===== src/rtl/wdg_pkg.sv =====
package wdg_pkg;

  typedef enum logic {
    KEY_IDLE  = 1'b0,
    KEY_OPEN  = 1'b1
  } key_state_t;

  // Next state of the key detector for one bus cycle.
  function automatic key_state_t key_step(input key_state_t cur,
                                          input logic hit,
                                          input logic is_first,
                                          input logic is_second);
    key_state_t nxt;
    nxt = cur;
    if (hit) begin
      if (cur == KEY_OPEN && is_second) nxt = KEY_IDLE;
      else if (is_first)                nxt = KEY_OPEN;
      else                              nxt = KEY_IDLE;
    end
    return nxt;
  endfunction

endpackage


===== src/rtl/wdg_unlock.sv =====
module wdg_unlock
  import wdg_pkg::*;
#(
  parameter int DATA_W      = 8,
  parameter logic [DATA_W-1:0] KEY_FIRST  = 8'h1E,
  parameter logic [DATA_W-1:0] KEY_SECOND = 8'hE1
) (
  input  logic              clk,
  input  logic              clr,
  input  logic              hit,
  input  logic [DATA_W-1:0] wdata,
  output logic              key_done,
  output key_state_t        state_q
);

  logic is_first;
  logic is_second;

  assign is_first  = (wdata == KEY_FIRST);
  assign is_second = (wdata == KEY_SECOND);
  assign key_done  = hit && is_second && (state_q == KEY_OPEN);

  always_ff @(posedge clk) begin
    if (clr) state_q <= KEY_IDLE;
    else     state_q <= key_step(state_q, hit, is_first, is_second);
  end

endmodule


===== src/rtl/wdg_tick_counter.sv =====
module wdg_tick_counter #(
  parameter int CNT_W = 14
) (
  input  logic             clk,
  input  logic             clr,
  input  logic             restart,
  input  logic             advance,
  output logic [CNT_W-1:0] cnt_q,
  output logic             at_last
);

  localparam logic [CNT_W-1:0] LIMIT = {CNT_W{1'b1}};

  // True when one more step lands on the limit value.
  function automatic logic one_short(input logic [CNT_W-1:0] v);
    return (v == LIMIT - 1'b1);
  endfunction

  assign at_last = one_short(cnt_q);

  always_ff @(posedge clk) begin
    if (clr || restart) cnt_q <= '0;
    else if (advance)   cnt_q <= cnt_q + 1'b1;
  end

endmodule


===== src/rtl/wdg_reset_pulse.sv =====
module wdg_reset_pulse #(
  parameter int PULSE_FAST = 98,
  parameter int PULSE_SLOW = 196
) (
  input  logic clk,
  input  logic rst,
  input  logic fire,
  input  logic fast_mode,
  output logic pulse
);

  localparam int PW = $clog2(PULSE_SLOW + 1);

  function automatic logic [PW-1:0] span(input logic fast);
    return fast ? PW'(PULSE_FAST) : PW'(PULSE_SLOW);
  endfunction

  logic [PW-1:0] left_q;

  // A running pulse ignores rst; rst only clears an idle counter.
  always_ff @(posedge clk) begin
    if (fire)              left_q <= span(fast_mode);
    else if (left_q != '0) left_q <= left_q - 1'b1;
    else if (rst)          left_q <= '0;
  end

  assign pulse = (left_q != '0);

endmodule


===== src/rtl/wdg_guard.sv =====
module wdg_guard
  import wdg_pkg::*;
#(
  parameter int ADDR_W     = 8,
  parameter int DATA_W     = 8,
  parameter int CNT_W      = 14,
  parameter logic [ADDR_W-1:0] CTRL_ADDR  = 8'hA6,
  parameter logic [DATA_W-1:0] KEY_FIRST  = 8'h1E,
  parameter logic [DATA_W-1:0] KEY_SECOND = 8'hE1,
  parameter int PULSE_FAST = 98,
  parameter int PULSE_SLOW = 196
) (
  input  logic              clk,
  input  logic              rst,
  input  logic              mc_tick,
  input  logic              fast_mode,
  input  logic              bus_we,
  input  logic [ADDR_W-1:0] bus_addr,
  input  logic [DATA_W-1:0] bus_wdata,
  output logic [DATA_W-1:0] bus_rdata,
  output logic              rst_out
);

  logic             ctrl_hit;
  logic             svc_evt;
  logic             ovf_evt;
  logic             wipe;
  logic             armed_q;
  logic             cnt_last;
  logic [CNT_W-1:0] cnt_q;
  key_state_t       key_q;

  assign ctrl_hit  = bus_we && (bus_addr == CTRL_ADDR);
  assign ovf_evt   = !rst && armed_q && mc_tick && cnt_last && !svc_evt;
  assign wipe      = rst || ovf_evt;
  assign bus_rdata = '0;

  wdg_unlock #(
    .DATA_W(DATA_W), .KEY_FIRST(KEY_FIRST), .KEY_SECOND(KEY_SECOND)
  ) u_unlock (
    .clk(clk), .clr(wipe), .hit(ctrl_hit), .wdata(bus_wdata),
    .key_done(svc_evt), .state_q(key_q)
  );

  wdg_tick_counter #(.CNT_W(CNT_W)) u_count (
    .clk(clk), .clr(wipe), .restart(svc_evt),
    .advance(armed_q && mc_tick),
    .cnt_q(cnt_q), .at_last(cnt_last)
  );

  wdg_reset_pulse #(.PULSE_FAST(PULSE_FAST), .PULSE_SLOW(PULSE_SLOW)) u_pulse (
    .clk(clk), .rst(rst), .fire(ovf_evt), .fast_mode(fast_mode),
    .pulse(rst_out)
  );

  // Sticky enable: set by a completed key, cleared only by reset or overflow.
  always_ff @(posedge clk) begin
    if (wipe)         armed_q <= 1'b0;
    else if (svc_evt) armed_q <= 1'b1;
  end

endmodule


===== config.mk =====
export PLATFORM = sky130hd
export DESIGN_NAME = wdg_guard
export DESIGN_NICKNAME = d
export VERILOG_FILES = /design/src/rtl/wdg_pkg.sv /design/src/rtl/wdg_unlock.sv /design/src/rtl/wdg_tick_counter.sv /design/src/rtl/wdg_reset_pulse.sv /design/src/rtl/wdg_guard.sv
export SDC_FILE = /design/constraint.sdc
export NUM_CORES = 1
export LEC_CHECK = 0
export BUFFER_PORTS_ARGS = -buffer_cell sky130_fd_sc_hd__buf_4
export CAP_MARGIN = 20
export CORE_MARGIN = 3
export CORE_UTILIZATION = 30
export CTS_CLUSTER_SIZE = 28
export DETAILED_ROUTE_END_ITERATION = 8
export SYNTH_ARGS = -nofsm -noshare
export SYNTH_HDL_FRONTEND = slang
export SYNTH_HIERARCHICAL = 1
export SYNTH_SLANG_ARGS = --single-unit

===== constraint.sdc =====
create_clock -name clk -period 3.1 [get_ports clk]
set_clock_uncertainty 0.1 [all_clocks]
set_input_delay 0.31 -clock clk [delete_from_list [all_inputs] [get_ports clk]]
set_output_delay 0.31 -clock clk [all_outputs]
set_load 0.02 [all_outputs]

After elaboration in Yosys (flattened, before gate mapping)

Index checks and enable logic that the tools add are counted.

Output and inout port bits: 9
Bits in registers: 24

Multiplexer cells: 6
Reduce and logical (&&, ||, !) cells: 15
$add $sub $neg: 2
Equality and inequality tests: 4

Operator list:

| cell                                                                   | number |
|---|---|
| 8-bit 2-to-1 mux                                                       | 4 |
| 8-bit equality test (second input constant)                            | 2 |
| 14-bit by 1-bit adder with 14-bit output (second input constant)       | 1 |
| 14-bit equality test (second input constant)                           | 1 |
| 1-bit logical AND                                                      | 9 |
| 8-bit by 5-bit equality test with 1-bit output (second input constant) | 1 |
| 8-bit nonzero test                                                     | 1 |
| 8-bit by 1-bit subtractor with 8-bit output (second input constant)    | 1 |
| 3-bit nonzero test                                                     | 1 |
| 1-bit zero test                                                        | 2 |
| 1-bit logical OR                                                       | 2 |
| 1-bit 2-to-1 mux                                                       | 2 |

Logic depth before layout (Yosys ltp)

Word-level depth: 8
Depth in mapped cells: 9
Depth with buffers taken out: 9

By module

The synthesis kept the hierarchy.

Modules (own cells, without submodules):

| module           | times used | cells an instance | area an instance (um2) |
|---|---|---|---|
| wdg_tick_counter | 1          | 80                | 683.2 |
| wdg_reset_pulse  | 1          | 44                | 478.0 |
| wdg_guard        | 1          | 19                | 155.1 |
| wdg_unlock       | 1          | 9                 | 90.1 |

Worst setup path before layout

Ideal clock, no wire load.

Path kind: input to register
From: input port bus_addr[6]
To: register u_pulse.left_q[0] (enable)
Data arrival time: 2.110 ns
Slack: 0.595 ns
Setup time: 0.294 ns
Cell stages on the path: 7
Cell sequence: nand4b_1 -> and4bb_1 -> nand4b_1 -> nor4_1 -> nand4b_1 -> nor2_1 -> or3_1

Longest elaborated chain between the ends: 7

Ends and longest elaborated chain:

| what                           | RTL line              | text |
|---|---|---|
| start, declared                | wdg_guard.sv:18       | `input logic [ADDR_W-1:0] bus_addr,` |
| 8-bit equality test            | wdg_guard.sv:33       | `assign ctrl_hit = bus_we && (bus_addr == CTRL_ADDR);` |
| 1-bit logical AND              | wdg_guard.sv:33       |  |
| via ctrl_hit                   | wdg_guard.sv:24       | `logic ctrl_hit;` |
| 1-bit logical AND (2 in a row) | wdg_unlock.sv:21      | `assign key_done = hit && is_second && (state_q == KEY_OPEN);` |
| via svc_evt                    | wdg_guard.sv:25       | `logic svc_evt;` |
| 1-bit zero test                | wdg_guard.sv:34       | `assign ovf_evt = !rst && armed_q && mc_tick && cnt_last && !svc_evt;` |
| 1-bit logical AND              | wdg_guard.sv:34       |  |
| via ovf_evt                    | wdg_guard.sv:26       | `logic ovf_evt;` |
| 3-bit nonzero test (no line)   | --                    |  |
| end signal, assigned           | wdg_reset_pulse.sv:22 | `if (fire) left_q <= span(fast_mode);` |
| end signal, assigned           | wdg_reset_pulse.sv:23 | `else if (left_q != '0) left_q <= left_q - 1'b1;` |
| end, declared                  | wdg_reset_pulse.sv:18 | `logic [PW-1:0] left_q;` |

The timed path passes the listed nets, and every way through them passes these cells.
A chain may end at the register's enable or synchronous reset.

Worst setup path in the final report

From: register u_count.cnt_q[5]
To: register u_pulse.left_q[6], data pin

Longest elaborated chain between the ends: 4

Ends and longest elaborated chain:

| what                           | RTL line               | text |
|---|---|---|
| start, declared                | wdg_tick_counter.sv:8  | `output logic [CNT_W-1:0] cnt_q,` |
| start signal, assigned         | wdg_tick_counter.sv:23 | `else if (advance) cnt_q <= cnt_q + 1'b1;` |
| 14-bit equality test           | wdg_tick_counter.sv:16 | `return (v == LIMIT - 1'b1);` |
| via cnt_last                   | wdg_guard.sv:29        | `logic cnt_last;` |
| 1-bit logical AND (2 in a row) | wdg_guard.sv:34        |  |
| via ovf_evt                    | wdg_guard.sv:26        |  |
| 8-bit 2-to-1 mux               | wdg_reset_pulse.sv:22  |  |

The timed path passes the listed nets, and every way through them passes these cells.

==> flow_metrics.tcl <==
set metrics [dict create \
    outcome "complete, no violations" \
    crit_path_end_kind "flop" \
    stdcell_count 227 \
    drc 0 \
    critPathLaunchType "flop" \
    ctsHoldBuffers 0 \
    synth_edf_count 8 \
    cts_tree "built" \
    total_power_w 0.0008969 \
    worstMarginPinSlew_ns 0.5176 \
    grt_pass1_vias 1061 \
    synth_compound_area_frac 0.1094 \
    critical_path_class "reg -> reg" \
    grt_max_degree 14 \
    clock_latency_ns 0.26 \
    synthSimpleGateAreaFrac 0.3016 \
    max_stage_delay_ns 0.40 \
    numCtsBuffers 3 \
    ctsResizeCount 0 \
    grt_pass1_wl_um 4857 \
    dieWidth_um 74.47 \
    slew_headroom 0.6526 \
    holdCritStartpoint "rst" \
    irDropWorstVdd_uv 299.5 \
    synth-async-reset-ratio 0 \
    tns_ns 0 \
    synth_area_per_cell_sq_um 9.252 \
    die_h_um 74.47 \
    areaGrowthSynthToFinish_pct 17.26 \
    routabilityCongestion 0.7533 \
    synth-main-ff-cell "dfxtp_1" \
    post_cts_buffers 0 \
    cp.required_ns 3.00 \
    drive_gt1_frac 0.1829 \
    seq_area_frac_synth 0.3986 \
    slew_violations 0 \
    leakagePower_nw 0.6170 \
    maxCapViolations 0 \
    synth_warnings 6 \
    synth-adder-area-share 0.03559 \
    routed_wirelength_um 2820 \
    n_antenna_cell 0 \
    synth_cell_types 42 \
    cp_top_family "simple AND/OR/NAND/NOR gates" \
    synth_top_family_by_area "simple AND/OR/NAND/NOR gates" \
    crit_buf_inv 1 \
    layout_worst_path_cycle_share 0.8022 \
    portBuffers 21 \
    ios 30 \
    synth_xor_area_frac 0.04359 \
    nNetsFinal 201 \
    grtUsageTotal 0.1117 \
    fmax_mhz 402.1 \
    hold_class "in -> reg" \
    start_util 0.3164 \
    synth_top_area_share 0.2278 \
    period_minus_slack_ns 2.487 \
    rsz0062_at_grt "no" \
    yosysMostFrequentCell "dfxtp_1" \
    overflow 0 \
    die-area_sq_um 5545 \
    synth_common_cells "dfxtp_1, nand2_1, nor2_1" \
    cp_cell_sequence "nand4_2 -> nor4_1 -> and3_1 -> nand4b_1 -> nor2_1 -> inv_1 -> o21ai_1 -> a22oi_1" \
    ys_ff_latch 24 \
    dp_cells 223 \
    core_sq_um 4444 \
    vias 1175 \
    routedWlPerCell_um 12.42 \
    clkSlewWorstSetupHoldPaths_ns 0.09 \
    netlist_top_cells_area "dfxtp_1, edfxtp_1, buf_4" \
    r2r-start "u_count/cnt_q[5]" \
    synthMuxAreaShare 0.03559 \
    clockBufferDepth 2 \
    power_density_nw_per_um2 543.9 \
    hold_viol_final 0 \
    syn_inst 152 \
    synth_area_leader_cell "dfxtp_1" \
    clkSinkCount 24 \
    syn_area_sq_um 1406 \
    critPathMaxFanout 8 \
    h-tree-depth 1 \
    worst-endpoint-arrival_ns 2.38 \
    slowest_stage "dfxtp_1" \
    dpl.hpwl_um 2145 \
    row_count 24 \
    setup_violations 0 \
    drt_iter0_drc 38 \
    ant_nets 0 \
    root_buffer "clkbuf_8" \
    antenna_found_initial 0 \
    detail_route.vias_per_cell 5.176 \
    whs_ns 0.2182 \
    cp-startpoint "u_count/cnt_q[5]" \
    dr.pass1.iters 4 \
]
## area by class of cell
type | instances | area, sq um
multi-input combinational | 116 | 769.5
fill | 456 | 2795
inverter | 9 | 33.78
tap | 52 | 65.06
timing repair buffer | 22 | 165.2
clock buffer | 4 | 55.05
sequential | 24 | 560.5
## logic make-up after synthesis
kind of cell / count (synthesis)
buffers and inverters: 19
adder cells (fa/ha/maj): 4
XOR/XNOR: 7
AND/OR/NAND/NOR: 69
AO/OA/AOI/OAI: 23
multiplexers: 5
other: 1
flip-flops: 24
## routing by layer
layer  track usage  wire, um
met5             0         0
met4       0.04150        40
met3       0.02973       188
met2        0.1590      1181
met1        0.1610      1409
## report_power, final
part / total (W) / switching [W] / internal (W)
clock network: 0.000214 / 0.000101 / 0.000113
registers: 0.000478 / 0.0000702 / 0.000408
logic: 0.000205 / 0.0000988 / 0.000106
total: 0.000897 / 0.000270 / 0.000627
## metrics by stage
step	area, sq um	util	setup slack, ns
finish	1649	0.3711	0.6132
global route	1649	0.3711	0.3485
CTS	1649	0.3711	0.6179
detailed placement	1594	0.3587	0.5652
global placement	1594	0.3587	0.5422
floorplan	1433	-	0.5955
## worst paths after layout
check,to,cells past startpoint,slack (ns)
max,u_pulse/left_q[6],8,0.61
min,armed_q,2,0.22
max reg2reg,u_pulse/left_q[6],8,0.61
min reg2reg,u_count/cnt_q[12],2,0.38
## placed cells by master (no fill, tap or decap), types with 3 or more instances in the layout
master    count
o31ai_1       3
conb_1        8
dfxtp_1      16
inv_1         9
ha_1          4
buf_4        22
nor3b_1       3
xnor2_1       5
nand4_1       4
nand4b_1      4
o21ai_0       5
a21oi_1       4
edfxtp_1      8
nor2_1       10
or3_1         8
nor3_1        3
mux2i_1       5
clkbuf_8      4
nand2_1      10
nand3_1       4
and4bb_1      3
nor4_1        8
## registers in the layout, summed over array words and instances, names as in the netlist
name	cells
u_count/cnt_q	14
u_pulse/left_q	8
armed_q	1
u_unlock/state_q	1
## worst register-to-register path: cells and delay by family (launching register included)
kind,cells,cell delay [ns]
and+or+nand+nor,5,1.08
buffers and inverters,1,0.15
DFF,1,0.40
AOI/OAI and AO/OA,2,0.49
(Power assumes the default switching activity.)
